$ cat config.mk
export PLATFORM = sky130hd
export DESIGN_NAME = dram_layer_ctrl
export DESIGN_NICKNAME = d
export VERILOG_FILES = /design/src/rtl/dlc_pkg.sv /design/src/rtl/dlc_sat_cnt.sv /design/src/rtl/dlc_epoch_timer.sv /design/src/rtl/dram_layer_ctrl.sv
export SDC_FILE = /design/constraint.sdc
export NUM_CORES = 1
export LEC_CHECK = 0
export ABC_AREA = 1
export ABC_CLOCK_PERIOD_IN_PS = 2900
export BUFFER_PORTS_ARGS = -buffer_cell sky130_fd_sc_hd__buf_2
export CORE_MARGIN = 5
export CORE_UTILIZATION = 54
export CTS_CLUSTER_DIAMETER = 80
export DETAILED_ROUTE_END_ITERATION = 10
export PLACE_DENSITY = 0.78
export SETUP_SLACK_MARGIN = 0.15
export SLEW_MARGIN = 30
export SYNTH_ARGS = -nofsm -noshare
export SYNTH_HDL_FRONTEND = slang
export SYNTH_SLANG_ARGS = --single-unit
$ cat constraint.sdc
create_clock -name clk -period 2.9 [get_ports clk]
set_input_delay 0.87 -clock clk [delete_from_list [all_inputs] [get_ports clk]]
set_output_delay 0.87 -clock clk [all_outputs]
set_load 0.01 [all_outputs]
$ cat src/rtl/dlc_pkg.sv
package dlc_pkg;
    typedef enum logic [1:0] {
        DEC_KEEP = 2'd0,
        DEC_ON   = 2'd1,
        DEC_OFF  = 2'd2
    } dlc_dec_e;

    localparam int unsigned DLC_NUM_CNT = 2;
    localparam int unsigned DLC_IDX_USE = 0;
    localparam int unsigned DLC_IDX_MISS = 1;
endpackage

$ cat src/rtl/dlc_sat_cnt.sv
module dlc_sat_cnt #(
    parameter int unsigned W = 24
) (
    input  logic         clk,
    input  logic         rst_n,
    input  logic         inc,
    input  logic         clr,
    output logic [W-1:0] total
);
    localparam logic [W-1:0] MAXV = {W{1'b1}};

    typedef struct packed {
        logic [W-1:0] cnt;
    } st_t;

    st_t st_d, st_q;

    always_comb begin
        st_d  = st_q;
        total = (st_q.cnt == MAXV) ? MAXV : st_q.cnt + {{(W-1){1'b0}}, inc};
        if (clr) begin
            st_d.cnt = '0;
        end else begin
            st_d.cnt = total;
        end
    end

    always_ff @(posedge clk or negedge rst_n) begin
        if (!rst_n) begin
            st_q <= '0;
        end else begin
            st_q <= st_d;
        end
    end


    sat_hold_chk: assert property (@(posedge clk) disable iff (!rst_n)
        (st_q.cnt == MAXV && !clr) |=> (st_q.cnt == MAXV));


    epoch_clear_chk: assert property (@(posedge clk) disable iff (!rst_n)
        clr |=> (st_q.cnt == '0));
endmodule

$ cat src/rtl/dlc_epoch_timer.sv
module dlc_epoch_timer #(
    parameter int unsigned EPOCH_CYCLES = 10_000_000
) (
    input  logic clk,
    input  logic rst_n,
    output logic epoch_end
);
    localparam int unsigned TW = (EPOCH_CYCLES > 2) ? $clog2(EPOCH_CYCLES) : 1;
    localparam logic [TW-1:0] LAST = TW'(EPOCH_CYCLES - 1);

    typedef struct packed {
        logic [TW-1:0] cnt;
    } st_t;

    st_t st_d, st_q;

    always_comb begin
        st_d      = st_q;
        epoch_end = (st_q.cnt == LAST);
        st_d.cnt  = epoch_end ? '0 : st_q.cnt + 1'b1;
    end

    always_ff @(posedge clk or negedge rst_n) begin
        if (!rst_n) begin
            st_q <= '0;
        end else begin
            st_q <= st_d;
        end
    end


    epoch_wrap_chk: assert property (@(posedge clk) disable iff (!rst_n)
        epoch_end |=> (st_q.cnt == '0));
endmodule

$ cat src/rtl/dram_layer_ctrl.sv
module dram_layer_ctrl #(
    parameter int unsigned EPOCH_CYCLES = 10_000_000,
    parameter int unsigned STALL_CYCLES = 100_000,
    parameter int unsigned CNT_W        = 24,
    parameter int unsigned WAYS         = 32,
    parameter int unsigned SRAM_WAYS    = 2
) (
    input  logic             clk,
    input  logic             rst_n,
    input  logic             access_pulse,
    input  logic             miss_pulse,
    input  logic [CNT_W-1:0] use_thr,
    input  logic [CNT_W-1:0] miss_thr,
    output logic             dram_en,
    output logic             stall_req,
    output logic             tag_mode,
    output logic [WAYS-1:0]  way_mask
);
    import dlc_pkg::*;

    localparam int unsigned SW = $clog2(STALL_CYCLES + 1);
    localparam logic [SW-1:0] STALL_LAST = SW'(STALL_CYCLES - 1);
    localparam logic [WAYS-1:0] SRAM_MASK =
        {{(WAYS-SRAM_WAYS){1'b0}}, {SRAM_WAYS{1'b1}}};

    typedef struct packed {
        logic          en;
        logic          stall;
        logic [SW-1:0] left;
    } st_t;

    st_t st_d, st_q;

    logic                         epoch_end;
    logic [DLC_NUM_CNT-1:0]       ev_pulse;
    logic [DLC_NUM_CNT-1:0][CNT_W-1:0] ev_total;
    logic [DLC_NUM_CNT-1:0][CNT_W-1:0] ev_thr;
    logic [DLC_NUM_CNT-1:0]       ev_hi, ev_lo;
    dlc_dec_e                     dec;

    assign ev_pulse[DLC_IDX_USE]  = access_pulse;
    assign ev_pulse[DLC_IDX_MISS] = miss_pulse;
    assign ev_thr[DLC_IDX_USE]    = use_thr;
    assign ev_thr[DLC_IDX_MISS]   = miss_thr;

    dlc_epoch_timer #(.EPOCH_CYCLES(EPOCH_CYCLES)) u_timer (
        .clk       (clk),
        .rst_n     (rst_n),
        .epoch_end (epoch_end)
    );

    for (genvar g = 0; g < DLC_NUM_CNT; g++) begin : g_cnt
        dlc_sat_cnt #(.W(CNT_W)) u_cnt (
            .clk   (clk),
            .rst_n (rst_n),
            .inc   (ev_pulse[g]),
            .clr   (epoch_end),
            .total (ev_total[g])
        );
        assign ev_hi[g] = ev_total[g] > ev_thr[g];
        assign ev_lo[g] = ev_total[g] < ev_thr[g];
    end

    always_comb begin
        st_d = st_q;
        if (&ev_hi) begin
            dec = DEC_ON;
        end else if (&ev_lo) begin
            dec = DEC_OFF;
        end else begin
            dec = DEC_KEEP;
        end

        if (st_q.stall) begin
            if (st_q.left == '0) begin
                st_d.stall = 1'b0;
            end else begin
                st_d.left = st_q.left - 1'b1;
            end
        end

        if (epoch_end) begin
            if ((dec == DEC_ON && !st_q.en) || (dec == DEC_OFF && st_q.en)) begin
                st_d.en    = !st_q.en;
                st_d.stall = 1'b1;
                st_d.left  = STALL_LAST;
            end
        end
    end

    always_ff @(posedge clk or negedge rst_n) begin
        if (!rst_n) begin
            st_q <= '0;
        end else begin
            st_q <= st_d;
        end
    end

    assign dram_en   = st_q.en;
    assign stall_req = st_q.stall;
    assign tag_mode  = st_q.en;
    assign way_mask  = st_q.en ? {WAYS{1'b1}} : SRAM_MASK;


    stall_cause_chk: assert property (@(posedge clk) disable iff (!rst_n)
        $rose(stall_req) |-> (dram_en != $past(dram_en)));


    flip_stalls_chk: assert property (@(posedge clk) disable iff (!rst_n)
        (dram_en != $past(dram_en)) |-> (stall_req && st_q.left == STALL_LAST));


    stall_end_chk: assert property (@(posedge clk) disable iff (!rst_n)
        (stall_req && st_q.left == '0 && !epoch_end) |=> !stall_req);


    flip_boundary_chk: assert property (@(posedge clk) disable iff (!rst_n)
        (dram_en != $past(dram_en)) |-> $past(epoch_end));


    keep_state_chk: assert property (@(posedge clk) disable iff (!rst_n)
        (epoch_end && dec == DEC_KEEP) |=> $stable(dram_en));


    sram_ways_chk: assert property (@(posedge clk) disable iff (!rst_n)
        (&way_mask[SRAM_WAYS-1:0]));
endmodule

==> results.ini <==
[routing]
viasPerCell = 5.05
drt-pass1-iter-count = 5
drt_iter0_markers = 435
wl_um = 19400
antenna_left = 0
wl_per_cell_um = 13.6
drc = 0
vias = 7196

[final_layout]
diodes = 0
nNetsFinal = 1350
fin_cells = 1425
multi_input_area_sq_mm = 0.00422
nFillCells = 1063
register_area_sq_mm = 0.00228
drive_above_1_share = 0.307
area_growth_pct = 28.6
final_core_util = 0.708
fin_area_sq_mm = 0.00937

[critical_path]
critPathMaxStageDelay_ns = 0.19
reg2reg_slack_ns = -0.28
timing.setup.critical_path_class = input port to flip-flop
worstPathMaxFanout = 7
reg2reg_to = st_q[2]
crit_arrival_ns = 3.61
critical-path-top-delay-family = simple AND/OR/NAND/NOR gates
reg2reg_from = g_cnt[1].u_cnt.st_q[0]
worstPathRequired_ns = 3.15
endpoint_kind = flip-flop
r2r_cells = 24
critPathBufInv = 5
start_kind = input port
crit_slowest_cell = a21oi_1

[sta]
maxSlewViolCount = 0
setup_viol = 19
max_clock_freq_ghz = 0.298
finalHoldWorstSlack_ns = 0.420
skew_ns = 0.00910
fin_tns_setup_ns = -7.87
tightest_slew_ns = 0.869
rsz0062_at_grt = yes
worst_slew_margin_rel = 0.421
hold_violations = 0
fin_ws_ns = -0.461
fin_crit_sh = 1.16
fin_crit_ns = 3.36

[synth]
yosys_warnings = 0
syn_area_sq_mm = 0.00729
ys_seq_elements = 91
syn_avg_cell_area_sq_um = 6.98
yosysTopAreaCellShare = 0.312
synthDistinctLibCells = 45
synth-edff-count = 0
ys_seq_area_frac = 0.312
ys_top_cells_by_area = dfrtp_1, nand2_1, inv_1
async_reset_ff_frac = 1.00
syn_inst = 1045
synthFlopType = dfrtp_1
post-synth-top-area-cell = dfrtp_1

[clock_tree]
ctsHoldBuffers = 0
cts_tree = yes
clk_latency_ns = 0.36
cts_root_buffer = clkbuf_16
htree_levels = 3
clkTransAtPathRegs_ns = 0.07
cts_buffers = 9
clock_path_buffers = 2
cts_sinks = 91

[floorplanning]
die_y_um = 126
num_io_pins = 87
start_util = 0.550
die-area_sq_mm = 0.0159
rows = 42
core_area_sq_mm = 0.0132
die_w_um = 126

[power]
leakagePower_nw = 5.39
power_mw = 3.91
peakVddDrop_mv = 0.344
p_per_area_mw_per_mm2 = 417

[placement]
postPlaceCellArea_sq_mm = 0.00866
place.gp.congestion = 0.940
io_buffers = 84
pre_cts_slack_ns = -0.856
hpwl_um = 14400
placed_cells = 1392

[grt]
grt_pass1_vias = 7188
grt_pass1_wl_um = 32400
grt_use_total = 0.244
antenna_found_initial = 0
grt_overflow = 0
grt_start_max_net_pins = 44

[flow_run]
drv_cap = 0

[status]
status = finished with violations
violations = negative setup slack

[min_path]
hold_class = input port to asynchronous set/reset pin

synth_stat cells, types with 3 or more instances:
master and count:
nand2_2 19, dfrtp_1 91, buf_6 3, a21o_1 5
nand4_1 24, xor2_1 21, a21oi_1 31, buf_4 34
inv_2 8, nand2_1 241, nor2_1 113, ha_1 54
inv_1 204, nor3_1 25, nor2_2 10, o21ai_0 20
nand3b_1 4, or2_2 15, nor4_1 10, nand3_1 55
nor2_4 7, xnor2_1 11, nand3_2 12
state kept, by name, indices dropped and copies added, names as in the netlist:
name	count
dram_en	1
g_cnt.u_cnt.st_q	48
st_q	17
stall_req	1
u_timer.st_q	24
worst reg2reg max path: cells and delay by family, from the launching register on:
kind            cells  cell delay, ns
buf+inv             4            0.34
simple gates       15            1.57
flops               1            0.38
compound gates      1            0.19
xor+xnor            1            0.12
fa+ha+maj           3            0.48
worst max-delay path by stage:
stage	to	slack, ns	cells past startpoint	start
final	st_q[2]	-0.46	25	miss_pulse
after global routing	st_q[2]	-0.62	25	miss_pulse
after CTS	st_q[2]	-0.27	26	miss_pulse
after detailed placement	dram_en	-0.86	21	miss_pulse
after global placement	dram_en	-0.76	21	miss_pulse
after floorplan	st_q[3]	-0.39	25	miss_pulse
cell type report:
cell class / instances / share of cell area
clock inverters: 7 / 0.00774
well taps: 176 / 0.0235
inverters: 214 / 0.0858
flip-flops and latches: 91 / 0.243
multi-input cells: 701 / 0.450
clock buffers: 9 / 0.0240
repair buffers: 227 / 0.166
where the power goes:
part | switching, mW | internal, mW | total [mW]
Sequential | 0.108 | 1.37 | 1.48
Combinational | 0.639 | 0.612 | 1.25
Clock | 0.573 | 0.605 | 1.18
per-layer routing:
| layer | global-route usage | part of all wire | vias to the layer above | wire length, um |
|---|---|---|---|---|
| met3 | 0.0504 | 0.052 | 35 | 1020 |
| met5 | 0 | 0 | - | 0 |
| met2 | 0.430 | 0.50 | 202 | 9710 |
| met1 | 0.308 | 0.43 | 3340 | 8370 |
| met4 | 0.0593 | 0.015 | 0 | 291 |
| li1 | - | - | 3619 | - |
kinds of logic (layout without fill, tap and decap cells):
kind of cell	Yosys count	after routing	share of synthesized area
other cells	1	2	0.000514
compound gates	66	66	0.0500
xor+xnor	32	32	0.0384
fa+ha+maj	54	54	0.0927
flops	91	91	0.312
simple gates	547	547	0.354
buf+inv	254	457	0.152
cells in the final DEF (no fill, tap or decap), types with 21 or more instances in the layout:
cell type / n
a21oi_1: 28
buf_2: 81
buf_4: 138
dfrtp_1: 91
ha_1: 49
inv_1: 199
nand2_1: 220
nand2_2: 32
nand3_1: 48
nand4_1: 24
nor2_1: 99
nor3_1: 23
xor2_1: 21
what timing repair did:
action	in CTS	in global routing
cloned	0	0
endpoints found under the hold margin	0	0
buffers inserted	12	5
gates resized for setup	30	50
setup endpoints to repair	19	19
pin swaps	19	23
No activity file was read; power rests on OpenSTA's default activity.
